[config.mk]
export PLATFORM = sky130hd
export DESIGN_NAME = raster_irq_gen
export DESIGN_NICKNAME = d
export VERILOG_FILES = /design/src/rtl/raster_pkg.sv /design/src/rtl/raster_regs.sv /design/src/rtl/raster_match.sv /design/src/rtl/raster_vblank.sv /design/src/rtl/raster_irq_gen.sv
export SDC_FILE = /design/constraint.sdc
export NUM_CORES = 1
export LEC_CHECK = 0
export BUFFER_PORTS_ARGS = -buffer_cell sky130_fd_sc_hd__buf_2
export CAP_MARGIN = 20
export CORE_MARGIN = 2
export CORE_UTILIZATION = 45
export DETAILED_ROUTE_END_ITERATION = 10
export GPL_TIMING_DRIVEN = 1
export MAX_ROUTING_LAYER = met4
export PLACE_DENSITY = 0.75
export SYNTH_ARGS = -nofsm -noshare
export SYNTH_HDL_FRONTEND = slang
export SYNTH_SLANG_ARGS = --single-unit
[constraint.sdc]
create_clock -name clk -period 2.35 [get_ports clk]
set_clock_uncertainty 0.1 [all_clocks]
set_input_delay 0.3525 -clock clk [delete_from_list [all_inputs] [get_ports clk]]
set_output_delay 0.3525 -clock clk [all_outputs]
set_load 0.05 [all_outputs]
[src/rtl/raster_pkg.sv]
// Package: shared constants and register addresses for the raster interrupt block.
// Assumes: counters are at least 9 bits wide.
package raster_pkg;
    localparam int H_LAST      = 339;   // last horizontal position
    localparam int V_LAST_SHORT = 261;  // last line, 262-line region
    localparam int V_LAST_LONG  = 311;  // last line, 312-line region
    localparam int VB_LINE     = 'hE1;  // blanking start line, normal
    localparam int VB_LINE_OS  = 'hF0;  // blanking start line, overscan
    localparam int VB_HPOS     = 'h16;  // horizontal position of blanking start
    localparam int HB_SET      = 'h121; // horizontal blank begins
    localparam int HB_CLR      = 'h12;  // horizontal blank ends

    typedef enum logic [2:0] {
        A_CTRL = 3'd0,
        A_HLO  = 3'd1,
        A_HHI  = 3'd2,
        A_VLO  = 3'd3,
        A_VHI  = 3'd4,
        A_NMIF = 3'd5,
        A_IRQF = 3'd6,
        A_STAT = 3'd7
    } reg_addr_e;
endpackage

[src/rtl/raster_regs.sv]
// Module: raster_regs
// Holds the control byte and the two position targets, and decodes the
// flag-clearing accesses. Targets have no reset: they start at all ones and
// keep their value through reset. Assumes reg_rd and reg_wr are exclusive.
module raster_regs
    import raster_pkg::*;
#(
    parameter int CW = 9
) (
    input  logic          clk,
    input  logic          rst_n,
    input  logic [2:0]    reg_addr,
    input  logic          reg_wr,
    input  logic          reg_rd,
    input  logic [7:0]    reg_wdata,
    output logic          nmi_en,
    output logic [1:0]    irq_mode,
    output logic          autopoll_en,
    output logic [CW-1:0] htime,
    output logic [CW-1:0] vtime,
    output logic          nmi_rd_clr,
    output logic          irq_clr
);
    localparam int HIW = CW - 8;

    logic [7:0]    ctrl_q;
    logic [CW-1:0] tgt [2];
    logic          unused_wdata;

    // Control byte register, cleared by reset.
    always_ff @(posedge clk) begin
        if (!rst_n)
            ctrl_q <= 8'h00;
        else if (reg_wr && reg_addr == 3'(A_CTRL))
            ctrl_q <= reg_wdata;
    end

    // One target register per axis, written as a low byte and a high part.
    for (genvar a = 0; a < 2; a++) begin : g_axis
        localparam logic [2:0] LO_ADDR = (a == 0) ? 3'(A_HLO) : 3'(A_VLO);
        localparam logic [2:0] HI_ADDR = (a == 0) ? 3'(A_HHI) : 3'(A_VHI);
        logic [CW-1:0] tgt_q = '1;

        // Target byte lanes; no reset so the value survives a reset.
        always_ff @(posedge clk) begin
            if (reg_wr && reg_addr == LO_ADDR)
                tgt_q[7:0] <= reg_wdata;
            if (reg_wr && reg_addr == HI_ADDR)
                tgt_q[CW-1:8] <= reg_wdata[HIW-1:0];
        end
        assign tgt[a] = tgt_q;
    end

    assign htime       = tgt[0];
    assign vtime       = tgt[1];
    assign nmi_en      = ctrl_q[7];
    assign irq_mode    = ctrl_q[5:4];
    assign autopoll_en = ctrl_q[0];
    assign nmi_rd_clr  = reg_rd && (reg_addr == 3'(A_NMIF));
    assign irq_clr     = (reg_rd || reg_wr) && (reg_addr == 3'(A_IRQF));
    assign unused_wdata = ^{ctrl_q[6], ctrl_q[3:1], reg_wdata};
endmodule

[src/rtl/raster_match.sv]
// Module: raster_match
// Compares the beam counters with the targets according to the IRQ mode,
// turns the match into a single-cycle event and keeps the sticky IRQ flag.
// Assumes a target beyond the counter range must never match.
module raster_match
    import raster_pkg::*;
#(
    parameter int CW = 9
) (
    input  logic          clk,
    input  logic          rst_n,
    input  logic [CW-1:0] h_pos,
    input  logic [CW-1:0] v_pos,
    input  logic          pal_sel,
    input  logic [1:0]    irq_mode,
    input  logic [CW-1:0] htime,
    input  logic [CW-1:0] vtime,
    input  logic          irq_clr,
    output logic          irq_flag
);
    logic [CW-1:0] v_last;
    logic          h_hit, v_hit, cond, cond_q, fire;

    assign v_last = pal_sel ? CW'(V_LAST_LONG) : CW'(V_LAST_SHORT);
    assign h_hit  = (htime <= CW'(H_LAST)) && (h_pos == htime);
    assign v_hit  = (vtime <= v_last) && (v_pos == vtime);

    // Select the match condition for the current mode.
    always_comb begin
        case (irq_mode)
            2'b01:   cond = h_hit;
            2'b10:   cond = v_hit;
            2'b11:   cond = h_hit && v_hit;
            default: cond = 1'b0;
        endcase
    end

    assign fire = cond && !cond_q;

    // Remember last cycle's condition for edge detection.
    always_ff @(posedge clk) begin
        if (!rst_n) cond_q <= 1'b0;
        else        cond_q <= cond;
    end

    // Sticky IRQ flag: set by an event, cleared by a flag access.
    always_ff @(posedge clk) begin
        if (!rst_n)       irq_flag <= 1'b0;
        else if (fire)    irq_flag <= 1'b1;
        else if (irq_clr) irq_flag <= 1'b0;
    end


    mode_off_chk: assert property (@(posedge clk) disable iff (!rst_n)
        (irq_mode == 2'b00 && !irq_flag) |=> !irq_flag);

    h_range_chk: assert property (@(posedge clk) disable iff (!rst_n)
        (irq_mode == 2'b01 && htime > CW'(H_LAST) && !irq_flag) |=> !irq_flag);

    flag_clr_chk: assert property (@(posedge clk) disable iff (!rst_n)
        (irq_clr && !cond) |=> !irq_flag);
endmodule

[src/rtl/raster_vblank.sv]
// Module: raster_vblank
// Detects the start and end of vertical blanking, raises the NMI pulse and
// keeps the vertical-blank flag, and tracks horizontal blanking.
// Assumes v_pos returns to 0 at the start of each frame.
module raster_vblank
    import raster_pkg::*;
#(
    parameter int CW = 9
) (
    input  logic          clk,
    input  logic          rst_n,
    input  logic [CW-1:0] h_pos,
    input  logic [CW-1:0] v_pos,
    input  logic          overscan,
    input  logic          nmi_en,
    input  logic          nmi_rd_clr,
    output logic          nmi,
    output logic          nmi_flag,
    output logic          vblank,
    output logic          hblank
);
    logic [CW-1:0] v_start;
    logic          vb_cond, vb_cond_q, vb_evt, vb_end;

    assign v_start = overscan ? CW'(VB_LINE_OS) : CW'(VB_LINE);
    assign vb_cond = (v_pos == v_start) && (h_pos == CW'(VB_HPOS));
    assign vb_evt  = vb_cond && !vb_cond_q;
    assign vb_end  = (v_pos == '0);

    // Blanking state, NMI pulse and flag registers.
    always_ff @(posedge clk) begin
        if (!rst_n) begin
            vb_cond_q <= 1'b0;
            nmi       <= 1'b0;
            vblank    <= 1'b0;
            nmi_flag  <= 1'b0;
            hblank    <= 1'b0;
        end else begin
            vb_cond_q <= vb_cond;
            nmi       <= vb_evt && nmi_en;
            if (vb_evt)      vblank <= 1'b1;
            else if (vb_end) vblank <= 1'b0;
            if (vb_evt)                     nmi_flag <= 1'b1;
            else if (vb_end || nmi_rd_clr)  nmi_flag <= 1'b0;
            hblank <= (h_pos >= CW'(HB_SET)) || (h_pos < CW'(HB_CLR));
        end
    end


    nmi_mask_chk: assert property (@(posedge clk) disable iff (!rst_n)
        !nmi_en |=> !nmi);

    vb_end_chk: assert property (@(posedge clk) disable iff (!rst_n)
        (v_pos == '0) |=> (!vblank && !nmi_flag));

    hb_mid_chk: assert property (@(posedge clk) disable iff (!rst_n)
        (h_pos == CW'(VB_HPOS + 'h40)) |=> !hblank);
endmodule

[src/rtl/raster_irq_gen.sv]
// Module: raster_irq_gen (top)
// Raster position interrupt generator: register file, position matcher and
// blanking tracker, plus the read multiplexer. Reads are combinational;
// read side effects take hold at the clock edge of the access.
module raster_irq_gen
    import raster_pkg::*;
#(
    parameter int         CW      = 9,
    parameter logic [3:0] VERSION = 4'h2
) (
    input  logic          clk,
    input  logic          rst_n,
    input  logic [CW-1:0] h_pos,
    input  logic [CW-1:0] v_pos,
    input  logic          pal_sel,
    input  logic          overscan,
    input  logic [2:0]    reg_addr,
    input  logic          reg_wr,
    input  logic          reg_rd,
    input  logic [7:0]    reg_wdata,
    output logic [7:0]    reg_rdata,
    output logic          irq,
    output logic          nmi,
    output logic          nmi_flag,
    output logic          vblank,
    output logic          hblank,
    output logic          autopoll_en
);
    logic          nmi_en, nmi_rd_clr, irq_clr, irq_flag;
    logic [1:0]    irq_mode;
    logic [CW-1:0] htime, vtime;

    raster_regs #(.CW(CW)) u_regs (
        .clk(clk), .rst_n(rst_n), .reg_addr(reg_addr), .reg_wr(reg_wr),
        .reg_rd(reg_rd), .reg_wdata(reg_wdata), .nmi_en(nmi_en),
        .irq_mode(irq_mode), .autopoll_en(autopoll_en), .htime(htime),
        .vtime(vtime), .nmi_rd_clr(nmi_rd_clr), .irq_clr(irq_clr)
    );

    raster_match #(.CW(CW)) u_match (
        .clk(clk), .rst_n(rst_n), .h_pos(h_pos), .v_pos(v_pos),
        .pal_sel(pal_sel), .irq_mode(irq_mode), .htime(htime),
        .vtime(vtime), .irq_clr(irq_clr), .irq_flag(irq_flag)
    );

    raster_vblank #(.CW(CW)) u_vblank (
        .clk(clk), .rst_n(rst_n), .h_pos(h_pos), .v_pos(v_pos),
        .overscan(overscan), .nmi_en(nmi_en), .nmi_rd_clr(nmi_rd_clr),
        .nmi(nmi), .nmi_flag(nmi_flag), .vblank(vblank), .hblank(hblank)
    );

    assign irq = irq_flag;

    // Read multiplexer; write-only addresses return zero.
    always_comb begin
        case (reg_addr)
            3'(A_NMIF): reg_rdata = {nmi_flag, 3'b000, VERSION};
            3'(A_IRQF): reg_rdata = {irq_flag, 7'b0};
            3'(A_STAT): reg_rdata = {vblank, hblank, 6'b0};
            default:    reg_rdata = 8'h00;
        endcase
    end


    irq_line_chk: assert property (@(posedge clk) disable iff (!rst_n)
        (reg_rd && reg_addr == 3'(A_IRQF) && irq_mode == 2'b00) |=> !irq);
endmodule

======== Word-level counts from Yosys, hierarchy flattened ========
Index checks and enable logic that the tools add are counted.
word-level totals
  bits in registers ....................... 33
  latch bits .............................. 0
  RAM bits ................................ 0
  bits in read-only memories .............. 0
  output and inout port bits .............. 14
  memories ................................ 0
operators by class
  add/subtract/negate cells ............... 0
  $mul .................................... 0
  div/mod/pow operators ................... 0
  magnitude comparators ................... 4
  equality and inequality tests ........... 14
  shifts and indexed selects .............. 0
  muxes and demuxes ....................... 10
  bitwise gates (word level) .............. 0
  reduce and logical (&&, ||, !) cells .... 24
operators by type and width
  cell                  count
  $eq A9 B9 Y1          3
  $pmux W8 S3           1
  $logic_and A1 B1 Y1   14
  $eq A3 B3 Y1 const B  4
  $eq A9 B5 Y1 const B  1
  $ge A9 B9 Y1 const B  1
  $le A9 B9 Y1          1
  $le A9 B9 Y1 const B  1
  $logic_not A9 Y1      1
  $lt A9 B5 Y1 const B  1
  $eq A3 B2 Y1 const B  2
  $mux W1               6
  $mux W6               1
  $reduce_bool A2 Y1    3
  $mux W5               1
  $eq A2 B2 Y1 const B  2
  $eq A3 B1 Y1 const B  1
  $logic_not A3 Y1      1
  $logic_or A1 B1 Y1    3
  $pmux W1 S3           1
  $eq A2 B1 Y1 const B  1
  $logic_not A1 Y1      2

======== Depth between registers and ports, before layout ========
Gate-level depths: netlist (run 1).
  depth in word-level cells ............... 7
  gate-level depth with buffers ........... 7
  gate-level depth less buffers ........... 7

======== Hierarchy ========
Synthesis (run 1) repeated with hierarchy kept, for this count alone.
unflattened totals
  cells, all modules ...................... 139
  area, all modules ....................... 1,554.0 µm²
by module, submodules not included
  module          times used  cells an instance  area an instance (µm²)  seq. area each (µm²)
  raster_regs     1           43                 785.8                   620.6
  raster_match    1           51                 389.1                   40.0
  raster_vblank   1           31                 291.5                   100.1
  raster_irq_gen  1           14                 87.6                    0.0

======== Least setup slack after synthesis (run 1) ========
OpenSTA, ideal clock, no wires.
  path type ............................... input to register
  start ................................... input port pal_sel
  end ..................................... register u_match.irq_flag
  library setup time ...................... 0.096 ns
  arrival ................................. 1.967 ns
  path slack .............................. 0.188 ns
  stages on the path ...................... 7
  path through ............................ inv_1 > ha_1 > nand2_1 > or4b_1 > a311o_1 > o21a_1 > o41ai_2
on the way
  cells in the longest elaborated chain, start to end .. 7
ends and longest elaborated chain
  what                                                  line                  text
  start, declared                                       raster_irq_gen.sv:15  input logic pal_sel,
  $mux W6 *                                             raster_match.sv:24    assign v_last = pal_sel ? CW'(V_LAST_LONG) : CW'(V_LAST_SHORT);
  $le A9 B9 Y1 *                                        raster_match.sv:26    assign v_hit = (vtime <= v_last) && (v_pos == vtime);
  $logic_and A1 B1 Y1 *                                 raster_match.sv:26
  $logic_and A1 B1 Y1                                   raster_match.sv:33    2'b11: cond = h_hit && v_hit;
  $pmux W1 S3 *                                         raster_match.sv:30    case (irq_mode)
  $logic_and A1 B1 Y1 *                                 raster_match.sv:38    assign fire = cond && !cond_q;
  $mux W1 / $reduce_bool A2 Y1 (equally long branches)  --
  end signal, assigned                                  raster_match.sv:48    if (!rst_n) irq_flag <= 1'b0;
  end signal, assigned                                  raster_match.sv:49    else if (fire) irq_flag <= 1'b1;
  end signal, assigned                                  raster_match.sv:50    else if (irq_clr) irq_flag <= 1'b0;
  end, declared                                         raster_match.sv:19    output logic irq_flag
Every way passes the cells marked *; elsewhere a longest branch is shown, timed or not.
A chain may end at the register's enable or synchronous reset.

======== Worst setup path after layout (run 1) ========
  start ................................... register u_regs.g_axis[1].tgt_q[5] (netlist: u_regs.vtime[5])
  end ..................................... register u_match.irq_flag
on the way
  cells in the longest elaborated chain, start to end .. 6
ends and longest elaborated chain
  what                                                  line                text
  start, declared                                       raster_regs.sv:42   logic [CW-1:0] tgt_q = '1;
  start signal, assigned                                raster_regs.sv:47   tgt_q[7:0] <= reg_wdata;
  start signal, assigned by index                       raster_regs.sv:49   tgt_q[CW-1:8] <= reg_wdata[HIW-1:0];
  $le A9 B9 Y1 / $eq A9 B9 Y1 (equally long branches)   raster_match.sv:26
  $logic_and A1 B1 Y1 *                                 raster_match.sv:26
  $logic_and A1 B1 Y1                                   raster_match.sv:33
  $pmux W1 S3 *                                         raster_match.sv:30
  $logic_and A1 B1 Y1 *                                 raster_match.sv:38
  $mux W1 / $reduce_bool A2 Y1 (equally long branches)  --
Marks and branches as above.

==> results of run 1 <==
[cell usage after synthesis, types with 2 or more instances]
master | instances | area (um^2)
a31oi_1 | 2 | 12.5
ha_1 | 3 | 37.5
mux2i_1 | 4 | 40.0
or4_1 | 3 | 22.5
nor2_1 | 8 | 30.0
buf_4 | 5 | 37.5
nand4_1 | 4 | 25.0
nand2_1 | 9 | 33.8
nand4b_1 | 2 | 17.5
xnor2_1 | 17 | 149
edfxtp_1 | 18 | 541
a21oi_1 | 4 | 20.0
clkbuf_1 | 2 | 7.51
nor4bb_1 | 2 | 20.0
o21ai_0 | 4 | 20.0
o21a_1 | 3 | 22.5
nor4_1 | 3 | 18.8
inv_1 | 4 | 15.0
nor2b_1 | 3 | 18.8
dfxtp_1 | 11 | 220
nor3_1 | 3 | 15.0
[state kept, by name (all words and copies together), names as in the netlist]
| name | cells |
|---|---|
| u_vblank.vblank | 1 |
| u_vblank.vb_cond_q | 1 |
| u_regs.ctrl_q | 4 |
| u_regs.vtime | 9 |
| u_vblank.nmi | 1 |
| u_match.cond_q | 1 |
| u_vblank.nmi_flag | 1 |
| u_vblank.hblank | 1 |
| u_regs.htime | 9 |
| u_match.irq_flag | 1 |
[final timing paths]
kind / slack, ns / endpoint / start / cells past startpoint
setup / recovery: 0.04 / u_match.irq_flag / u_regs.vtime[5] / 6
setup reg to reg: 0.04 / u_match.irq_flag / u_regs.vtime[5] / 6
hold reg to reg: 0.36 / u_match.irq_flag / u_match.cond_q / 1
hold / removal: 0.11 / u_regs.htime[1] / reg_wdata[1] / 1
[worst max-delay path, delay by kind of cell (launching register included)]
| family | cells | cell delay, ns |
|---|---|---|
| flops | 1 | 0.47 |
| simple gates | 2 | 0.51 |
| compound gates | 3 | 0.81 |
| fa+ha+maj | 1 | 0.32 |
[per-layer routing]
layer / up-vias / share of wire / track usage / wire length (um)
met3: 10 / 0.066 / 0.0693 / 217
met4: 0 / 0.031 / 0.106 / 102
li1: 595 / - / - / -
met1: 581 / 0.42 / 0.241 / 1400
met2: 45 / 0.48 / 0.319 / 1590
met5: - / 0 / - / 0
[cells by family (layout without fill, tap and decap cells)]
| family | Yosys count | count (layout) | synth area share |
|---|---|---|---|
| compound gates | 21 | 21 | 0.0987 |
| fa+ha+maj | 3 | 3 | 0.0253 |
| xor+xnor | 17 | 17 | 0.100 |
| mux | 5 | 5 | 0.0346 |
| flops | 29 | 29 | 0.513 |
| simple gates | 46 | 46 | 0.186 |
| buf+inv | 11 | 61 | 0.0405 |
| other cells | 1 | 5 | 0.00253 |
[final cells by class]
class	count	area [um^2]
sequential	29	761
tap	44	55.1
fill	295	1250
inverter	4	15.0
clock inverter	2	8.76
timing repair buffer	49	260
clock buffer	6	51.3
multi-input combinational	97	702
[through the flow]
step | power [uW] | util | cells | setup TNS, ns
final | 1030 | 0.597 | 231 | 0
after global routing | 1080 | 0.597 | 231 | -0.0273
after CTS | 1030 | 0.580 | 227 | 0
after detailed placement | 719 | 0.560 | 219 | -0.0490
after global placement | 713 | 0.560 | 219 | 0
after floorplan | 662 | - | 137 | 0
[power by group through the flow]
stage	combinational (uW)	clock [uW]	sequential, uW
2_1_floorplan	82.7	0	579
3_3_place_gp	139	0	574
3_5_place_dp	145	0	574
4_1_cts	145	317	562
5_1_grt	172	340	564
6_report	157	312	563
[placed cells by master (no fill, tap or decap), drive strengths merged, types with 2 or more instances in the layout]
master / count
dfxtp: 11
mux2i: 4
nor4bb: 2
nor3: 3
o21a: 3
nand2: 9
edfxtp: 18
a31oi: 2
conb: 5
clkbuf: 6
nor2: 8
o21ai: 4
buf: 49
nand4: 4
xnor2: 17
a21oi: 4
inv: 4
nor2b: 3
nor4: 3
clkinv: 2
or4: 3
nand4b: 2
ha: 3
[repair_timing]
action	4_1_cts	5_1_grt
buffers inserted	0	4
setup endpoints to repair	0	1
gates resized for setup	0	4
==> results.toml, run 1 <==
[floorplanning]
start_util = 0.478
rows = 20
die_area_mm2 = 0.00377
pin_count = 49
die_w_um = 61.4
die_y_um = 61.4
coreArea_mm2 = 0.00310

[drt]
wirelength_um = 3300
drt-initial-drc-count = 58
wl_per_cell_um = 14.3
dr_total_vias = 1231
ant_nets = 0
drt_first_pass_iters = 4
drcViolationCount = 0
via_per_inst = 5.33

[worst_setup_path]
cp_data_required_time_ns = 2.48
critical_path.max_stage_delay_ns = 0.47
cp-start-kind = "flip-flop"
crit_path_top_delay_cell = "edfxtp_1"
worstPathArrival_ns = 2.44
cp_cell_sequence = "ha_4, nand2_4, or4b_4, a311o_1, o21a_1, o41ai_2"
crit_fanout = 2
worst_setup_path_end_kind = "flip-flop"
criticalPathCategory = "flip-flop to flip-flop"

[placed_design]
dp_hpwl_um = 2570
placed_cell_area_mm2 = 0.00174
numPortBuffers = 43
dp_slack_ns = -0.0490
gp_congestion = 0.909

[power_and_ir_drop]
ir_drop_v = 0.000377
p_seq_frac = 0.545
cellPowerDensity_mw_per_mm2 = 557
p_int_uw = 758
p_leak_uw = 0.000726
pwr-share-comb = 0.152
switchingPower_uw = 274
p_sw_frac = 0.265
clkPwrFrac = 0.302

[cts]
cts_tree = "done"
clock_sinks = 29
cts_root_buf = "clkbuf_4"
clkLatencyLatePin_ns = 0.33
postCtsHoldBufs = 0
htreeDepth = 2
clkTransAtPathRegs_ns = 0.09
clockBufferDepth = 2
cts_buffers = 5

[logic_synthesis]
synth_enable_flop_cells = 18
synth_cells = 133
synth_top_flop_cell = "edfxtp_1"
ys_seq_area_frac = 0.513
yosysUniqueCellTypes = 40
ys_ff_latch = 29
synthArstFlopShare = 0
ys_warn_count = 0
netlist_area_mm2 = 0.00148
avgSynthCellArea_um2 = 11.2

[sta]
report.final.slew_viol_count = 0
max_freq_mhz = 432
whs_ns = 0.106
worst_pin_slew_ns = 0.664
relSlewSlack = 0.556
period_share = 0.985
hold_viol = 0
fin_crit_ns = 2.31
fin_ws_ns = 0.0353
setup_viol = 0

[layout]
fin_area_mm2 = 0.00185
diodes = 0
drive_above_1_share = 0.332
area_delta_synth_final_pct = 24.9
final_net_count = 224

[flow_run]
maxCapViolCount = 0

[global_routing]
grt_pass1_wl_um = 5150
antenna_found_initial = 0
grt_usage = 0.207
grt_pass1_vias = 1136
grt_overflow = 0
grt_max_degree = 10

[status]
status = "complete, no violations"

[worst_hold_path]
hold_class = "input port to flip-flop"
Power figures use the tool's default switching activity.
==> run 2, diff against run 1 <==
--- a/config.mk
+++ b/config.mk
@@ -9,9 +9,9 @@
 export CAP_MARGIN = 20
 export CORE_MARGIN = 2
 export CORE_UTILIZATION = 45
+export CTS_BUF_LIST = sky130_fd_sc_hd__clkbuf_4
 export DETAILED_ROUTE_END_ITERATION = 10
 export GPL_TIMING_DRIVEN = 1
-export MAX_ROUTING_LAYER = met4
 export PLACE_DENSITY = 0.75
 export SYNTH_ARGS = -nofsm -noshare
 export SYNTH_HDL_FRONTEND = slang
==> results.toml, run 2 (same netlist as run 1, synthesis figures left out) <==
[status]
status = "complete, no violations"

[worst_hold_path]
holdPathStages = 1
hold_class = "input port to flip-flop"

[power_and_ir_drop]
ir_drop_v = 0.000318
cellPowerDensity_mw_per_mm2 = 539
p_leak_uw = 0.000720

[sta]
period_share = 0.981
hold_viol = 0
report.final.slew_viol_count = 0
max_freq_mhz = 434
setup_viol = 0
worst_pin_slew_ns = 0.695
fin_crit_ns = 2.31
final.setup.tns_ns = 0
relSlewSlack = 0.535

[worst_setup_path]
cp-start-kind = "flip-flop"
worstPathArrival_ns = 2.43
cp_cell_sequence = "ha_4, nand2_4, or4b_4, a311o_1, o21a_1, o41ai_2"
crit_path_top_delay_cell = "or4b_4"
criticalPathCategory = "flip-flop to flip-flop"
cpLargestDelayFamily = "compound AO/OA/AOI/OAI gates"
critical_path.max_stage_delay_ns = 0.47
critical_path_buf_inv_count = 0
crit_fanout = 2
cp_data_required_time_ns = 2.47
r2r_cells = 6
worst_setup_path_end_kind = "flip-flop"
cp.depth = 6

[layout]
final_common_cell = "buf_2"
reg_top3 = "u_regs.htime (9), u_regs.vtime (9), u_regs.ctrl_q (4)"
diodes = 0
final_net_count = 224
final_util = 0.594
drive_above_1_share = 0.326
area_delta_synth_final_pct = 24.2
layout_common_cells = "buf_2 (43), edfxtp_1 (18), xnor2_1 (17)"

[cts]
clockBufferDepth = 2
clock_sinks = 29
htreeDepth = 2
clkLatencyLatePin_ns = 0.32
cts_root_buf = "clkbuf_4"
cts_tree = "done"
cts_buffers = 5
clkTransAtPathRegs_ns = 0.09

[flow_run]
maxCapViolCount = 0

[drt]
drt_first_pass_iters = 4
wl_per_cell_um = 14.5
drcViolationCount = 0
ant_nets = 0
drt-initial-drc-count = 60
wirelength_um = 3340
via_per_inst = 5.34
dr_total_vias = 1234

[global_routing]
grt_usage = 0.202
grt_max_degree = 10
antenna_found_initial = 0
grt_pass1_vias = 1150
grt_overflow = 0
grt_pass1_wl_um = 5200

[placed_design]
numPortBuffers = 43
dp_hpwl_um = 2570
gp_congestion = 0.894

[floorplanning]
rows = 20
die_w_um = 61.4
start_util = 0.478
die_area_mm2 = 0.00377
die_y_um = 61.4
pin_count = 49
coreArea_mm2 = 0.00310
run 2: cell count changes in the layout (fill, tap and decap cells not counted):
cell / previous run / this run
clkbuf_8: 1 / 0
clkinv_1: 1 / 2
run 2: power by group:
part | leakage, uW | switching, uW | internal [uW]
Sequential | 0.000253 | 8.81 | 554
Combinational | 0.000437 | 93.6 | 63.7
Clock | 0.0000300 | 166 | 108
run 2: through the flow:
step | std cells | area, um^2 | setup slack (ns) | total power [uW] | hold WS, ns
2_1_floorplan | 137 | 1500 | 0.188 | 662 | 0.319
3_3_place_gp | 219 | 1740 | 0.0649 | 713 | 0.324
3_5_place_dp | 219 | 1740 | -0.0490 | 719 | 0.349
4_1_cts | 227 | 1790 | 0.00486 | 990 | 0.103
5_1_grt | 231 | 1840 | -0.0273 | 1050 | 0.102
6_report | 231 | 1840 | 0.0443 | 994 | 0.117
run 2: repair_timing:
action                     in CTS  in global routing
hold buffers                    0                  0
buffers inserted                0                  4
setup endpoints to repair       0                  1
gates resized for setup         0                  4
run 2: worst reg2reg max path, cell delays in order (launching register included):
cell	delay, ns
edfxtp_1	0.46
ha_4	0.32
nand2_4	0.04
or4b_4	0.47
a311o_1	0.28
o21a_1	0.19
o41ai_2	0.34
run 2: cell type report:
type                            instances  area [um^2]
Timing Repair Buffer                   49          260
Inverter                                4         15.0
Multi-Input combinational cell         97          702
Sequential cell                        29          761
Fill cell                             297         1260
Tap cell                               44         55.1
Clock buffer                            5         37.5
Clock inverter                          3         12.5
run 2: routing by layer:
layer,track usage,share of wire,up-vias
li1,-,-,595
met1,0.243,0.43,586
met2,0.325,0.49,45
met3,0.0693,0.059,8
met4,0.0973,0.025,0
met5,0,0,-
run 2: path summary, 6_finish.rpt:
kind / startpoint / to / slack, ns
setup / recovery: u_regs.vtime[5] / u_match.irq_flag / 0.04
hold / removal: reg_wdata[1] / u_regs.htime[1] / 0.12
setup reg to reg: u_regs.vtime[5] / u_match.irq_flag / 0.04
hold reg to reg: u_match.cond_q / u_match.irq_flag / 0.36
